File: config.mk
export PLATFORM = sky130hd
export DESIGN_NAME = cc_engine
export DESIGN_NICKNAME = d
export VERILOG_FILES = /design/src/rtl/cc_pkg.sv /design/src/rtl/cc_edge_mem.sv /design/src/rtl/cc_label_mem.sv /design/src/rtl/cc_ctrl.sv /design/src/rtl/cc_engine.sv
export SDC_FILE = /design/constraint.sdc
export NUM_CORES = 1
export LEC_CHECK = 0
export BUFFER_PORTS_ARGS = -buffer_cell sky130_fd_sc_hd__buf_2
export CAP_MARGIN = 20
export CORE_ASPECT_RATIO = 0.75
export CORE_MARGIN = 3
export CORE_UTILIZATION = 60
export DETAILED_ROUTE_END_ITERATION = 8
export PLACE_DENSITY = 0.81
export SLEW_MARGIN = 0
export SYNTH_ARGS = -nofsm -noshare
export SYNTH_HDL_FRONTEND = slang
export SYNTH_SLANG_ARGS = --single-unit
File: constraint.sdc
create_clock -name clk -period 3.7 [get_ports clk]
set_input_delay 0.185 -clock clk [delete_from_list [all_inputs] [get_ports clk]]
set_output_delay 0.185 -clock clk [all_outputs]
set_load 0.03 [all_outputs]
File: src/rtl/cc_pkg.sv
package cc_pkg;

   // Controller phases of one labelling run
   typedef enum logic [3:0] {
      ST_IDLE,
      ST_INIT,
      ST_ROUND,
      ST_G_FETCH,
      ST_G_RU,
      ST_G_RV,
      ST_G_RP,
      ST_G_DEC,
      ST_S_RI,
      ST_S_RP,
      ST_S_CHK,
      ST_DONE
   } cc_state_e;

endpackage

File: src/rtl/cc_edge_mem.sv
module cc_edge_mem #(
   parameter int VW     = 5,
   parameter int EDEPTH = 64,
   localparam int EAW   = $clog2(EDEPTH)
) (
   input  logic           clk,
   input  logic           rst_n,
   input  logic           we,
   input  logic [EAW-1:0] waddr,
   input  logic [VW-1:0]  wu,
   input  logic [VW-1:0]  wv,
   input  logic [EAW-1:0] raddr,
   output logic [VW-1:0]  ru,
   output logic [VW-1:0]  rv
);

   logic [VW-1:0] src_mem [EDEPTH];
   logic [VW-1:0] dst_mem [EDEPTH];

   always_ff @(posedge clk) begin
      if (we) begin
         src_mem[waddr] <= wu;
         dst_mem[waddr] <= wv;
      end
   end

   always_ff @(posedge clk or negedge rst_n) begin
      if (!rst_n) begin
         ru <= '0;
         rv <= '0;
      end else begin
         ru <= src_mem[raddr];
         rv <= dst_mem[raddr];
      end
   end

endmodule

File: src/rtl/cc_label_mem.sv
module cc_label_mem #(
   parameter int VW    = 5,
   localparam int NMAX = 1 << VW
) (
   input  logic          clk,
   input  logic          rst_n,
   input  logic          wr_en,
   input  logic          wr_init,
   input  logic [VW-1:0] wr_addr,
   input  logic [VW-1:0] wr_data,
   input  logic [VW-1:0] rd_addr,
   output logic [VW-1:0] rd_data
);

   logic [VW-1:0] lbl [NMAX];

   always_ff @(posedge clk) begin
      if (wr_en) lbl[wr_addr] <= wr_data;
   end

   always_ff @(posedge clk or negedge rst_n) begin
      if (!rst_n) rd_data <= '0;
      else        rd_data <= lbl[rd_addr];
   end

   // After the initial write, every change moves a label strictly downwards
   assert_label_decrease_R6: assert property (@(posedge clk) disable iff (!rst_n)
      (wr_en && !wr_init) |-> (wr_data < lbl[wr_addr]));

   // The initial write gives each vertex its own index
   assert_init_identity_R4: assert property (@(posedge clk) disable iff (!rst_n)
      (wr_en && wr_init) |=> (lbl[$past(wr_addr)] == $past(wr_addr)));

endmodule

File: src/rtl/cc_ctrl.sv
module cc_ctrl
   import cc_pkg::*;
#(
   parameter int VW     = 5,
   parameter int EDEPTH = 64,
   localparam int EAW   = $clog2(EDEPTH)
) (
   input  logic           clk,
   input  logic           rst_n,
   input  logic           start,
   input  logic [VW:0]    cfg_nv,
   input  logic [EAW:0]   cfg_ne,
   output logic [EAW-1:0] edge_raddr,
   input  logic [VW-1:0]  edge_u,
   input  logic [VW-1:0]  edge_v,
   output logic [VW-1:0]  lbl_raddr,
   input  logic [VW-1:0]  lbl_rdata,
   output logic           lbl_we,
   output logic           lbl_init,
   output logic [VW-1:0]  lbl_waddr,
   output logic [VW-1:0]  lbl_wdata,
   output logic           busy,
   output logic           done
);

   localparam logic [VW:0]  V_ONE = 1;
   localparam logic [EAW:0] E_ONE = 1;

   cc_state_e      st, st_d;
   logic [VW:0]    n_q, n_d;
   logic [EAW:0]   ne_q, ne_d;
   logic [VW:0]    vi, vi_d;
   logic [EAW:0]   e_idx, e_d;
   logic           hooked, hooked_d;
   logic [VW-1:0]  v_q, v_d;
   logic [VW-1:0]  du_q, du_d;
   logic [VW-1:0]  dv_q, dv_d;
   logic [VW-1:0]  cur, cur_d;

   assign busy       = (st != ST_IDLE) && (st != ST_DONE);
   assign done       = (st == ST_DONE);
   assign edge_raddr = e_idx[EAW-1:0];

   always_comb begin
      st_d      = st;
      n_d       = n_q;
      ne_d      = ne_q;
      vi_d      = vi;
      e_d       = e_idx;
      hooked_d  = hooked;
      v_d       = v_q;
      du_d      = du_q;
      dv_d      = dv_q;
      cur_d     = cur;
      lbl_raddr = '0;
      lbl_we    = 1'b0;
      lbl_init  = 1'b0;
      lbl_waddr = '0;
      lbl_wdata = '0;
      case (st)
         ST_IDLE, ST_DONE: begin
            if (start) begin
               st_d = ST_INIT;
               n_d  = cfg_nv;
               ne_d = cfg_ne;
               vi_d = '0;
            end
         end
         ST_INIT: begin
            if (vi == n_q) begin
               st_d = ST_ROUND;
            end else begin
               lbl_we    = 1'b1;
               lbl_init  = 1'b1;
               lbl_waddr = vi[VW-1:0];
               lbl_wdata = vi[VW-1:0];
               vi_d      = vi + V_ONE;
            end
         end
         ST_ROUND: begin
            hooked_d = 1'b0;
            e_d      = '0;
            vi_d     = '0;
            st_d     = (ne_q == '0) ? ST_S_RI : ST_G_FETCH;
         end
         ST_G_FETCH: begin
            st_d = ST_G_RU;
         end
         ST_G_RU: begin
            v_d       = edge_v;
            lbl_raddr = edge_u;
            st_d      = ST_G_RV;
         end
         ST_G_RV: begin
            du_d      = lbl_rdata;
            lbl_raddr = v_q;
            st_d      = ST_G_RP;
         end
         ST_G_RP: begin
            dv_d      = lbl_rdata;
            lbl_raddr = lbl_rdata;
            st_d      = ST_G_DEC;
         end
         ST_G_DEC: begin
            if ((du_q < dv_q) && (lbl_rdata == dv_q)) begin
               lbl_we    = 1'b1;
               lbl_waddr = dv_q;
               lbl_wdata = du_q;
               hooked_d  = 1'b1;
            end
            e_d  = e_idx + E_ONE;
            st_d = ((e_idx + E_ONE) == ne_q) ? ST_S_RI : ST_G_FETCH;
         end
         ST_S_RI: begin
            if (vi == n_q) begin
               st_d = hooked ? ST_ROUND : ST_DONE;
            end else begin
               lbl_raddr = vi[VW-1:0];
               st_d      = ST_S_RP;
            end
         end
         ST_S_RP: begin
            cur_d     = lbl_rdata;
            lbl_raddr = lbl_rdata;
            st_d      = ST_S_CHK;
         end
         ST_S_CHK: begin
            if (lbl_rdata == cur) begin
               vi_d = vi + V_ONE;
               st_d = ST_S_RI;
            end else begin
               lbl_we    = 1'b1;
               lbl_waddr = vi[VW-1:0];
               lbl_wdata = lbl_rdata;
               cur_d     = lbl_rdata;
               lbl_raddr = lbl_rdata;
            end
         end
         default: st_d = ST_IDLE;
      endcase
   end

   always_ff @(posedge clk or negedge rst_n) begin
      if (!rst_n) begin
         st     <= ST_IDLE;
         n_q    <= '0;
         ne_q   <= '0;
         vi     <= '0;
         e_idx  <= '0;
         hooked <= 1'b0;
         v_q    <= '0;
         du_q   <= '0;
         dv_q   <= '0;
         cur    <= '0;
      end else begin
         st     <= st_d;
         n_q    <= n_d;
         ne_q   <= ne_d;
         vi     <= vi_d;
         e_idx  <= e_d;
         hooked <= hooked_d;
         v_q    <= v_d;
         du_q   <= du_d;
         dv_q   <= dv_d;
         cur    <= cur_d;
      end
   end

   // The hook pass never addresses a slot beyond the captured count
   assert_slot_in_range_R5: assert property (@(posedge clk) disable iff (!rst_n)
      (st inside {ST_G_FETCH, ST_G_RU, ST_G_RV, ST_G_RP, ST_G_DEC}) |-> (e_idx < ne_q));

   // Every label written stays inside the vertex range of the run
   assert_label_in_range_R4: assert property (@(posedge clk) disable iff (!rst_n)
      lbl_we |-> ({1'b0, lbl_wdata} < n_q));

   // A second start during a run leaves the captured counts alone
   assert_start_ignored_R11: assert property (@(posedge clk) disable iff (!rst_n)
      (busy && start) |=> ((n_q == $past(n_q)) && (ne_q == $past(ne_q))));

   // The flatten pass only follows pointers once the hook pass is over
   assert_flatten_no_hook_R6: assert property (@(posedge clk) disable iff (!rst_n)
      (st == ST_S_CHK) |-> $stable(hooked));

endmodule

File: src/rtl/cc_engine.sv
module cc_engine #(
   parameter int VW     = 5,
   parameter int EDEPTH = 64,
   localparam int EAW   = $clog2(EDEPTH)
) (
   input  logic           clk,
   input  logic           rst_n,
   input  logic           load_we,
   input  logic [EAW-1:0] load_idx,
   input  logic [VW-1:0]  load_u,
   input  logic [VW-1:0]  load_v,
   input  logic [VW:0]    cfg_nv,
   input  logic [EAW:0]   cfg_ne,
   input  logic           start,
   input  logic [VW-1:0]  rd_addr,
   output logic [VW-1:0]  rd_label,
   output logic           busy,
   output logic           done
);

   initial begin
      assert (VW >= 1 && VW <= 12) else $error("cc_engine: VW out of range");
      assert (EDEPTH >= 2 && (1 << EAW) == EDEPTH)
         else $error("cc_engine: EDEPTH must be a power of two");
   end

   logic [EAW-1:0] edge_raddr;
   logic [VW-1:0]  edge_u, edge_v;
   logic [VW-1:0]  ctl_raddr, lbl_raddr, lbl_rdata;
   logic           lbl_we, lbl_init;
   logic [VW-1:0]  lbl_waddr, lbl_wdata;
   logic           edge_we;

   assign edge_we   = load_we && !busy;
   assign lbl_raddr = busy ? ctl_raddr : rd_addr;
   assign rd_label  = lbl_rdata;

   cc_edge_mem #(.VW(VW), .EDEPTH(EDEPTH)) u_edges (
      .clk   (clk),
      .rst_n (rst_n),
      .we    (edge_we),
      .waddr (load_idx),
      .wu    (load_u),
      .wv    (load_v),
      .raddr (edge_raddr),
      .ru    (edge_u),
      .rv    (edge_v)
   );

   cc_label_mem #(.VW(VW)) u_labels (
      .clk     (clk),
      .rst_n   (rst_n),
      .wr_en   (lbl_we),
      .wr_init (lbl_init),
      .wr_addr (lbl_waddr),
      .wr_data (lbl_wdata),
      .rd_addr (lbl_raddr),
      .rd_data (lbl_rdata)
   );

   cc_ctrl #(.VW(VW), .EDEPTH(EDEPTH)) u_ctrl (
      .clk        (clk),
      .rst_n      (rst_n),
      .start      (start),
      .cfg_nv     (cfg_nv),
      .cfg_ne     (cfg_ne),
      .edge_raddr (edge_raddr),
      .edge_u     (edge_u),
      .edge_v     (edge_v),
      .lbl_raddr  (ctl_raddr),
      .lbl_rdata  (lbl_rdata),
      .lbl_we     (lbl_we),
      .lbl_init   (lbl_init),
      .lbl_waddr  (lbl_waddr),
      .lbl_wdata  (lbl_wdata),
      .busy       (busy),
      .done       (done)
   );

   assert_busy_done_excl_R7: assert property (@(posedge clk) disable iff (!rst_n)
      !(busy && done));

   assert_start_accept_R3: assert property (@(posedge clk) disable iff (!rst_n)
      (start && !busy) |=> (busy && !done));

   assert_done_after_run_R7: assert property (@(posedge clk) disable iff (!rst_n)
      $rose(done) |-> $past(busy));

   assert_done_holds_R7: assert property (@(posedge clk) disable iff (!rst_n)
      (done && !start) |=> done);

endmodule

==> run summary <==
CTS tree -> yes
Global placer's final weighted congestion -> 0.958
First-pass GRT wire length -> 128 mm
Synth top area cells -> edfxtp_1 (69%), mux4_2 (14%), dfrtp_1 (4.8%)
Distinct cells, synth -> 65
Via count -> 19,000
Final Setup Violations -> 0
Crit end category -> register
Gate Count Post-Synth -> 1,778
Crit Path Class -> reg -> reg
Setup TNS -> 0 ns
Crit Path Max Fanout -> 19
GRT Total Usage -> 28.6%
NumNets Final -> 2,006
Fill count -> 3,313
Drt pass-1 iters -> 7
Worst VDD drop -> 0.000694 V
Routed Antenna Nets -> 0
Most numerous cell in the Yosys netlist -> edfxtp_1
DRC viols -> 0
RSZ-0062 raised after global routing -> false
CP dominant cell by count -> nor2_1
Die area -> 60,600 sq um
Final hold vios -> 0
Max-cap violations -> 0
H-Tree Depth -> 3
Vias in the first global route -> 19,000
Fmax -> 0.286 GHz
FFs w/ async S/R, synth -> 7.62%
Req. time, crit path -> 3.98 ns
Worst-Margin Slew -> 0.987 ns
Worst path max stage delay -> 0.64 ns
Synthesized area -> 34,600 sq um
Static Leakage -> 0.0129 uW
CTS root buffer -> clkbuf_16
Routed WL per cell -> 30.3 um
I/O pin count -> 45
Die Span X -> 283 um
Critical path arrival -> 3.77 ns
Share of cells above drive strength 1 -> 27.8%
DP Area -> 36,500 sq um
Seq cells post-synth -> 866
Post-Layout Inst Area -> 39,500 sq um
Post-synth net total -> 1,822
CP startpoint kind -> register
Syn_area_per_cell -> 19.5 sq um
YS warnings -> 0
Core Region -> 56,500 sq um
Area growth, synth to finish -> 14.0%
Sequential element share of the synthesized area -> 74.2%
Post-route minimum period -> 3.49 ns
Reg2Reg Setup Slack -> 0.21 ns
Antenna violations before repair -> 2
Slew margin rel. -> 34.0%
CTS clock-pin slew for the worst setup and hold paths -> 0.07 ns
Synth top area share -> 69.4%
Total Wirelength -> 84.7 mm
Slowest-stage cell, CP -> dfrtp_1
Crit-path cells -> nand2b_1 > nor2_1 > nand4_1 > a2111oi_2 > buf_4 > nand2_1 > o21a_1 > nor2_1
Via density per instance -> 6.78
Clock buffer count from CTS -> 79
Grt ovf -> 0
CTS Buffer Depth -> 3
Die Ht -> 214 um
Buf/Inv on CP -> 1
Starting density of the core -> 61.3%
Run status -> complete, no violations
Final period util -> 94.4%
CP delay by family, top -> simple AND/OR/NAND/NOR gates
Final HPWL from detailed placement -> 49.9 mm
Worst Skew -> 0.0223 ns
Largest net degree at the start of global routing -> 65
1st-iter DRT viols -> 2,860
Rows -> 75
Post-CTS setup buffers -> 0
Hold crit path type -> in -> reg
Top post-synthesis cells by count -> edfxtp_1 (800), mux4_2 (219), nor2_1 (126)
Clk Latency, worst-skew pair -> 0.63 ns
# port buffers -> 44
Post-synth EDFFs -> 800
Area leader, netlist -> edfxtp_1
Final Max Tran Viols -> 0
Pwr Density -> 669 nW/um^2
Main synth FF type -> edfxtp_1
Clock Sinks -> 866
kinds of logic (layout without fill, tap and decap cells):
family / after synthesis / count (layout) / share of synthesized area (%)
AND/OR/NAND/NOR: 349 / 349 / 4.45
XOR/XNOR: 34 / 34 / 0.861
flip-flops: 866 / 866 / 74.2
other: 0 / 1 / 0
adder cells (fa/ha/maj): 6 / 6 / 0.217
AO/OA/AOI/OAI: 136 / 136 / 2.82
buffers and inverters: 108 / 357 / 1.35
multiplexers: 279 / 279 / 16.1
worst register-to-register path, delay by kind of cell (launching register included):
family	cells	cell delay, ns
AO/OA/AOI/OAI	2	0.81
AND/OR/NAND/NOR	5	1.40
buffers and inverters	1	0.28
flip-flops	1	0.64
state kept, by name (all words and copies together) (netlist names), 6 cells and up:
register and count:
u_ctrl.ne_q 7, u_edges.src_mem 320, u_ctrl.n_q 6, u_ctrl.vi 6, u_labels.lbl 160, u_edges.dst_mem 320
u_ctrl.e_idx 7
per-layer routing:
layer / GRT usage (%) / routed length (um) / vias to the layer above
met5: 0 / 4 / -
met4: 8.39 / 2670 / 2
met3: 8.43 / 11300 / 252
met2: 42.0 / 38500 / 1549
met1: 42.5 / 32300 / 9604
li1: - / - / 7561
cells in the final DEF (no fill, tap or decap), types with 26 or more instances in the layout:
cell type and count:
edfxtp_1 800, mux4_2 219, nor2_1 125, nand2_1 123
buf_4 114, clkbuf_16 79, dfrtp_1 62, buf_2 44
nand3_1 33, o21ai_0 33, mux2_2 32, mux2i_1 28
a21oi_1 26
worst paths after layout:
check,start,endpoint,cells after the start
max,u_ctrl.st[2],u_labels.lbl[13][1],8
min,load_v[0],u_edges.dst_mem[37][0],1
max reg2reg,u_ctrl.st[2],u_labels.lbl[13][1],8
min reg2reg,u_edges.rv[2],u_ctrl.v_q[2],1
max in group asynchronous,rst_n,u_ctrl.vi[0],3
min in group asynchronous,rst_n,u_edges.rv[0],2
report_power, final:
part	switching (uW)	internal, uW	total [uW]
Clock	3620	4680	8300
Combinational	3730	2850	6580
Sequential	430	11100	11500
Total	7780	18600	26400
per-stage QoR:
| stage | hold WS (ns) | util, % | instances | worst slack [ns] | total power (uW) |
|---|---|---|---|---|---|
| floorplan | -0.111 | - | 1778 | 0.503 | 15900 |
| global placement | 0.231 | 64.5 | 2620 | 0.399 | 17800 |
| detailed placement | 0.246 | 64.5 | 2620 | 0.305 | 18000 |
| CTS | 0.0790 | 69.4 | 2780 | 0.256 | 26300 |
| global route | 0.0756 | 69.9 | 2797 | 0.0476 | 27200 |
| finish | 0.0704 | 69.9 | 2798 | 0.208 | 26400 |
area by class of cell:
| type | instances | area (sq um) | area share [%] |
|---|---|---|---|
| Timing Repair Buffer | 200 | 1710 | 4.32 |
| Multi-Input combinational cell | 804 | 8470 | 21.5 |
| Inverter | 11 | 41.3 | 0.105 |
| Antenna cell | 1 | 2.50 | 0.00634 |
| Clock buffer | 102 | 2090 | 5.30 |
| Sequential cell | 866 | 25700 | 65.1 |
| Clock inverter | 44 | 503 | 1.27 |
| Tap cell | 770 | 963 | 2.44 |
what timing repair did:
| item | 4_1_cts | 5_1_grt |
|---|---|---|
| resized for setup | 0 | 2 |
| endpoints found under the setup margin | 0 | 2 |
| hold buffers | 14 | 7 |
| endpoints found under the hold margin | 40 | 100 |
(Power assumes the default switching activity.)
